==> src/rtl/pllc_pkg.sv <==
package pllc_pkg;

  typedef enum logic [2:0] {
    ST_IDLE,
    ST_SEARCH,
    ST_MULDIV,
    ST_RATEDIV,
    ST_HOLD
  } calc_state_e;

  localparam int NUM_RANGE_TH = 3;

  // Ascending thresholds on the achieved rate (kbps); code = number met
  localparam logic [31:0] RANGE_TH [NUM_RANGE_TH] = '{
    32'd126000, 32'd251000, 32'd501000
  };

endpackage

==> src/rtl/pllc_divider.sv <==
module pllc_divider #(
  parameter int W = 40
) (
  input  logic         clk,
  input  logic         rst_n,
  input  logic         start,
  input  logic [W-1:0] num,
  input  logic [W-1:0] den,
  output logic         busy,
  output logic         done,
  output logic [W-1:0] quo,
  output logic [W-1:0] rem
);
  localparam int CW = $clog2(W + 1);

  logic [W-1:0]  acc_q, rem_q, den_q;
  logic [CW-1:0] cnt_q;
  logic          busy_q, done_q;
  logic [W:0]    trial, diff;
  logic          fits;

  // Restoring step: shift in the next numerator bit, subtract if it fits
  assign trial = {rem_q, acc_q[W-1]};
  assign diff  = trial - {1'b0, den_q};
  assign fits  = trial >= {1'b0, den_q};

  always_ff @(posedge clk or negedge rst_n) begin
    if (!rst_n) begin
      acc_q  <= '0;
      rem_q  <= '0;
      den_q  <= '0;
      cnt_q  <= '0;
      busy_q <= 1'b0;
      done_q <= 1'b0;
    end else begin
      done_q <= 1'b0;
      if (start) begin
        acc_q  <= num;
        rem_q  <= '0;
        den_q  <= den;
        cnt_q  <= CW'(W - 1);
        busy_q <= 1'b1;
      end else if (busy_q) begin
        acc_q <= {acc_q[W-2:0], fits};
        rem_q <= fits ? diff[W-1:0] : trial[W-1:0];
        if (cnt_q == '0) begin
          busy_q <= 1'b0;
          done_q <= 1'b1;
        end else begin
          cnt_q <= cnt_q - 1'b1;
        end
      end
    end
  end

  assign busy = busy_q;
  assign done = done_q;
  assign quo  = acc_q;
  assign rem  = rem_q;

  AST_DIV_REM_BOUND: assert property (@(posedge clk) disable iff (!rst_n)
    done |-> (rem_q < den_q));
  AST_DIV_START_IDLE: assert property (@(posedge clk) disable iff (!rst_n)
    start |-> !busy_q);

endmodule

==> src/rtl/pllc_div_search.sv <==
module pllc_div_search #(
  parameter int REF_W   = 32,
  parameter int DIV_W   = 5,
  parameter int DIV_MAX = 31,
  parameter int MIN_REF = 2000
) (
  input  logic             clk,
  input  logic             rst_n,
  input  logic             start,
  input  logic [REF_W-1:0] ref_khz,
  output logic             done,
  output logic [DIV_W-1:0] div_out
);
  localparam int THR_W = REF_W + DIV_W + 1;

  logic [REF_W-1:0] ref_q;
  logic [THR_W-1:0] thr_q;
  logic [DIV_W-1:0] div_q;
  logic             busy_q, done_q, step;

  // thr_q tracks MIN_REF * (div_q + 1): next candidate's requirement
  assign step = busy_q && (div_q < DIV_W'(DIV_MAX)) &&
                ({{(THR_W-REF_W){1'b0}}, ref_q} >= thr_q);

  always_ff @(posedge clk or negedge rst_n) begin
    if (!rst_n) begin
      ref_q  <= '0;
      thr_q  <= '0;
      div_q  <= '0;
      busy_q <= 1'b0;
      done_q <= 1'b0;
    end else begin
      done_q <= 1'b0;
      if (start) begin
        ref_q  <= ref_khz;
        div_q  <= DIV_W'(1);
        thr_q  <= THR_W'(2 * MIN_REF);
        busy_q <= 1'b1;
      end else if (busy_q) begin
        if (step) begin
          div_q <= div_q + 1'b1;
          thr_q <= thr_q + THR_W'(MIN_REF);
        end else begin
          busy_q <= 1'b0;
          done_q <= 1'b1;
        end
      end
    end
  end

  assign done    = done_q;
  assign div_out = div_q;

  AST_SRCH_FEASIBLE: assert property (@(posedge clk) disable iff (!rst_n)
    done |-> (div_q == DIV_W'(1) ||
              {{(THR_W-REF_W){1'b0}}, ref_q} >= THR_W'(MIN_REF) * THR_W'(div_q)));
  AST_SRCH_CAP: assert property (@(posedge clk) disable iff (!rst_n)
    done |-> (div_q <= DIV_W'(DIV_MAX)));

endmodule

==> src/rtl/pllc_range_enc.sv <==
module pllc_range_enc #(
  parameter int W = 40
) (
  input  logic [W-1:0] rate,
  output logic [1:0]   code
);
  import pllc_pkg::*;

  logic [NUM_RANGE_TH-1:0] hit;

  for (genvar g = 0; g < NUM_RANGE_TH; g++) begin : g_th
    assign hit[g] = rate >= W'(RANGE_TH[g]);
  end

  always_comb begin
    if (hit[2])      code = 2'd3;
    else if (hit[1]) code = 2'd2;
    else if (hit[0]) code = 2'd1;
    else             code = 2'd0;
  end

endmodule

==> src/rtl/pll_coef_calc.sv <==
module pll_coef_calc #(
  parameter int REF_W   = 32,
  parameter int RATE_W  = 32,
  parameter int DIV_W   = 5,
  parameter int MUL_W   = 8,
  parameter int DIV_MAX = 31,
  parameter int MIN_REF = 2000
) (
  input  logic                   clk,
  input  logic                   rst_n,
  input  logic                   in_valid,
  output logic                   in_ready,
  input  logic [REF_W-1:0]       ref_khz,
  input  logic [RATE_W-1:0]      rate_kbps,
  output logic                   out_valid,
  input  logic                   out_ready,
  output logic [2+1+DIV_W+MUL_W-1:0] cfg_word,
  output logic [REF_W+MUL_W-1:0] rate_out,
  output logic                   mul_ovf
);
  import pllc_pkg::*;

  localparam int ACH_W = REF_W + MUL_W;
  localparam int DV_W  = (RATE_W + DIV_W > ACH_W) ? RATE_W + DIV_W : ACH_W;

  calc_state_e       state_q;
  logic [REF_W-1:0]  ref_q, ref_eff;
  logic [RATE_W-1:0] rate_q;
  logic [DIV_W-1:0]  div_q, srch_div;
  logic [MUL_W-1:0]  mul_q, mul_sat;
  logic [ACH_W-1:0]  ach_q;
  logic              ovf_q, sat_hit;
  logic              srch_start, srch_done;
  logic              dv_start, dv_busy, dv_done;
  logic [DV_W-1:0]   dv_num, dv_den, dv_quo, dv_rem;
  logic [DV_W:0]     mul_ceil;
  logic [1:0]        range_code;

  assign ref_eff    = (ref_khz == '0) ? REF_W'(MIN_REF) : ref_khz;
  assign in_ready   = (state_q == ST_IDLE);
  assign out_valid  = (state_q == ST_HOLD);
  assign srch_start = in_valid && in_ready;

  pllc_div_search #(
    .REF_W(REF_W), .DIV_W(DIV_W), .DIV_MAX(DIV_MAX), .MIN_REF(MIN_REF)
  ) u_search (
    .clk(clk), .rst_n(rst_n), .start(srch_start), .ref_khz(ref_eff),
    .done(srch_done), .div_out(srch_div)
  );

  // Rounded-up quotient, then clamp to the multiplier field
  assign mul_ceil = {1'b0, dv_quo} + (DV_W+1)'(dv_rem != '0);
  assign sat_hit  = mul_ceil > (DV_W+1)'((1 << MUL_W) - 1);
  assign mul_sat  = sat_hit ? '1 : mul_ceil[MUL_W-1:0];

  // One shared divider: first rate*D/ref, then ref*M/D
  always_comb begin
    dv_start = 1'b0;
    dv_num   = '0;
    dv_den   = '0;
    if (state_q == ST_SEARCH && srch_done) begin
      dv_start = 1'b1;
      dv_num   = DV_W'(rate_q) * DV_W'(srch_div);
      dv_den   = DV_W'(ref_q);
    end else if (state_q == ST_MULDIV && dv_done) begin
      dv_start = 1'b1;
      dv_num   = DV_W'(ref_q) * DV_W'(mul_sat);
      dv_den   = DV_W'(div_q);
    end
  end

  pllc_divider #(.W(DV_W)) u_div (
    .clk(clk), .rst_n(rst_n), .start(dv_start), .num(dv_num), .den(dv_den),
    .busy(dv_busy), .done(dv_done), .quo(dv_quo), .rem(dv_rem)
  );

  always_ff @(posedge clk or negedge rst_n) begin
    if (!rst_n) begin
      state_q <= ST_IDLE;
      ref_q   <= '0;
      rate_q  <= '0;
      div_q   <= '0;
      mul_q   <= '0;
      ach_q   <= '0;
      ovf_q   <= 1'b0;
    end else begin
      case (state_q)
        ST_IDLE: if (srch_start) begin
          ref_q   <= ref_eff;
          rate_q  <= rate_kbps;
          state_q <= ST_SEARCH;
        end
        ST_SEARCH: if (srch_done) begin
          div_q   <= srch_div;
          state_q <= ST_MULDIV;
        end
        ST_MULDIV: if (dv_done) begin
          mul_q   <= mul_sat;
          ovf_q   <= sat_hit;
          state_q <= ST_RATEDIV;
        end
        ST_RATEDIV: if (dv_done) begin
          ach_q   <= dv_quo[ACH_W-1:0];
          state_q <= ST_HOLD;
        end
        ST_HOLD: if (out_ready) state_q <= ST_IDLE;
        default: state_q <= ST_IDLE;
      endcase
    end
  end

  pllc_range_enc #(.W(ACH_W)) u_range (.rate(ach_q), .code(range_code));

  assign cfg_word = {range_code, 1'b0, div_q, mul_q};
  assign rate_out = ach_q;
  assign mul_ovf  = ovf_q;

  AST_HANDSHAKE_EXCL: assert property (@(posedge clk) disable iff (!rst_n)
    !(in_ready && out_valid));
  AST_BUSY_DIV_QUIET: assert property (@(posedge clk) disable iff (!rst_n)
    (state_q == ST_SEARCH) |-> !dv_busy);
  AST_OUT_HOLD: assert property (@(posedge clk) disable iff (!rst_n)
    (out_valid && !out_ready) |=> (out_valid && $stable(cfg_word) &&
                                   $stable(rate_out) && $stable(mul_ovf)));
  AST_OUT_RELEASE: assert property (@(posedge clk) disable iff (!rst_n)
    (out_valid && out_ready) |=> in_ready);
  AST_OVF_SATURATES: assert property (@(posedge clk) disable iff (!rst_n)
    (out_valid && mul_ovf) |-> (cfg_word[MUL_W-1:0] == '1));
  AST_DIV_NONZERO: assert property (@(posedge clk) disable iff (!rst_n)
    out_valid |-> (cfg_word[MUL_W+DIV_W-1:MUL_W] != '0));
  AST_GAP_BIT: assert property (@(posedge clk) disable iff (!rst_n)
    out_valid |-> !cfg_word[MUL_W+DIV_W]);
  AST_TOP_RANGE: assert property (@(posedge clk) disable iff (!rst_n)
    (out_valid && rate_out >= ACH_W'(501000)) |-> (cfg_word[MUL_W+DIV_W+2:MUL_W+DIV_W+1] == 2'd3));

endmodule

==> config.mk <==
export PLATFORM = sky130hd
export DESIGN_NAME = pll_coef_calc
export DESIGN_NICKNAME = d
export VERILOG_FILES = /design/src/rtl/pllc_pkg.sv /design/src/rtl/pllc_divider.sv /design/src/rtl/pllc_div_search.sv /design/src/rtl/pllc_range_enc.sv /design/src/rtl/pll_coef_calc.sv
export SDC_FILE = /design/constraint.sdc
export NUM_CORES = 2
export LEC_CHECK = 0
export CAP_MARGIN = 15
export CORE_UTILIZATION = 55
export DETAILED_ROUTE_END_ITERATION = 10
export GPL_TIMING_DRIVEN = 0
export PLACE_DENSITY = 0.73
export SETUP_SLACK_MARGIN = 0.02
export SYNTH_ARGS = -nofsm -noshare
export SYNTH_HDL_FRONTEND = slang
export SYNTH_HIERARCHICAL = 1
export SYNTH_SLANG_ARGS = --single-unit
==> constraint.sdc <==
create_clock -name clk -period 16.3 [get_ports clk]
set_input_delay 4.075 -clock clk [delete_from_list [all_inputs] [get_ports clk]]
set_output_delay 4.075 -clock clk [all_outputs]
set_load 0.005 [all_outputs]
==> summary.md <==
| Metric | Value |
|---|---|
| Cell Area, Placed | `0.0334 mm²` |
| CP required | `16.73 ns` |
| Setup crit start kind | `flip-flop` |
| Post-Route WL | `87,300 µm` |
| Antenna violations before repair | `2` |
| Clk slew on worst S/H paths | `0.06 ns` |
| Max Cap Viol | `0` |
| Slew headroom | `21.2%` |
| Commonest non-fill, non-tap cell in the layout | `inv_1` |
| Pre-Repair DR Iteration Count | `6` |
| ANT cells | `0` |
| CTS tree | `yes` |
| Post-CTS resize count | `0` |
| HP Start | `mul_q[1]$_DFFE_PN0P_` |
| Top Ports | `127` |
| Core footprint | `0.0555 mm²` |
| Pins over their slew limit | `0` |
| Area growth, synth to finish | `11.6%` |
| Initial Util | `56.0%` |
| Placement Rows | `86` |
| CP Class | `reg -> reg` |
| Final Critical Period | `10.48 ns` |
| Worst setup EP type | `flip-flop` |
| Largest fanout on the critical path | `10` |
| Share of cells above drive strength 1 | `8.19%` |
| CTS Sinks | `318` |
| Largest buffer count on any clock path | `3` |
| Setup ws final | `5.82 ns` |
| Flop-to-flop setup slack | `5.82 ns` |
| Fmax achieved | `95.4 MHz` |
| Worst reg2reg path depth | `35` |
| Worst path arrival time | `10.91 ns` |
| Yosys warning count | `6` |
| Vias | `25,700` |
| Post-route cell area | `0.0347 mm²` |
| Worst hold stages | `1` |
| Reg2reg end | `u_div/quo[37]$_DFFE_PN0P_` |
| Die width | `240 µm` |
| Via/cell ratio | `5.90` |
| H-tree levels | `2` |
| GRT overflow | `0` |
| Final setup violating endpoints | `0` |
| Routability cong. | `0.918` |
| Die area | `0.0575 mm²` |
| Pin count of the biggest net entering global routing | `121` |
| DRT iter0 DRCs | `2,089` |
| Syn Area/Cell | `9.13 µm²` |
| Mapped cell area | `0.0311 mm²` |
| Cells after Synth | `3,407` |
| Detail Route Antenna Nets | `0` |
| Vias in the first global route | `25,300` |
| Final HPWL from detailed placement | `66,900 µm` |
| CP peak stage delay | `0.58 ns` |
| Skew final | `0.0336 ns` |
| Die height | `240 µm` |
| Nets | `4,101` |
| Hold Crit Class | `reg -> reg` |
| RSZ-0062 raised after global routing | `no` |
| Worst path slowest cell | `or3b_4` |
| PortBufs | `125` |
| CTS buffer count | `39` |
| Global-route wire length before repair | `141,000 µm` |
| Wire per inst | `20.0 µm` |
| Min-Delay Endpoint | `mul_q[1]$_DFFE_PN0P_` |
| Placement Setup Slack | `5.87 ns` |
| Count of final hold-check violations | `0` |
| Clock Latency Late Sink | `0.58 ns` |
| Most frequent cells in the layout | `inv_1 (368), nand2_1 (358), dfrtp_1 (318)` |
| # hold bufs at CTS | `0` |
| Outcome | `finished, final reports clean` |
| Post-CTS Setup Inserts | `0` |
| Final period utilization | `64.3%` |
| Worst reg2reg path startpoint | `u_div/rem[32]$_DFFE_PN0P_` |
| # DRC | `0` |
| Total track usage | `31.5%` |
| CTS Root Cell | `clkbuf_16` |
| Fillcell total | `4,863` |
| Worst slew pin tran | `1.18 ns` |
## sequential cells by signal (all words and copies together), names as in the netlist
signal	cells
u_div/done	1
u_search/busy_q	1
u_div/rem	40
ref_q	32
state_q	3
u_search/thr_q	34
u_div/cnt_q	6
mul_q	8
u_search/div_out	5
u_div/den_q	40
u_search/ref_q	28
rate_out	40
u_search/done	1
mul_ovf	1
rate_q	32
u_div/busy	1
div_q	5
u_div/quo	40
## layer usage
metal	GRT usage, %	routed length, µm
met5	0	0
met4	8.29	2160
met3	6.19	7250
met2	49.6	39600
met1	44.4	38300
## how the worst max path moves through the flow
stage / start / endpoint / slack, ns / cells past startpoint
2_1_floorplan: u_div/rem[21]$_DFFE_PN0P_ / u_div/quo[37]$_DFFE_PN0P_ / 7.76 / 35
6_report: u_div/rem[32]$_DFFE_PN0P_ / u_div/quo[37]$_DFFE_PN0P_ / 5.82 / 35
3_5_place_dp: u_div/rem[32]$_DFFE_PN0P_ / u_div/quo[37]$_DFFE_PN0P_ / 5.87 / 35
4_1_cts: u_div/rem[32]$_DFFE_PN0P_ / u_div/quo[37]$_DFFE_PN0P_ / 5.85 / 35
5_1_grt: u_div/rem[32]$_DFFE_PN0P_ / u_div/quo[37]$_DFFE_PN0P_ / 5.31 / 35
3_3_place_gp: rst_n / u_search/ref_q[15]$_DFFE_PN0P_ / -3.00 / 1
## metrics by stage
step	cells	TNS, ns	util [%]	hold WS [ns]
floorplan	3415	0	-	0.443
global placement	4288	-925.46	60.0	0.483
detailed placement	4290	0	60.1	0.488
CTS	4361	0	62.5	0.508
global route	4361	0	62.5	0.523
finish	4361	0	62.5	0.507
## worst max-delay path: cells and delay by family, from the launching register on
family                   cells  cell delay, ns
adder cells (fa/ha/maj)      7            2.97
AO/OA/AOI/OAI                9            2.32
AND/OR/NAND/NOR             15            4.11
flip-flops                   1            0.48
buffers and inverters        4            0.43
## layout make-up
type,instances,area [µm²],share of cell area (%)
timing repair buffer,127,1310,3.78
buffer,185,812,2.34
inverter,369,1390,3.99
clock inverter,8,131,0.379
multi-input combinational,2543,21000,60.4
clock buffer,63,1210,3.48
tap,748,936,2.70
sequential,318,7960,22.9
Power is left out: the tool's default activity adds up to more than one toggle a clock period on the data nets, which glitch-free logic cannot reach.
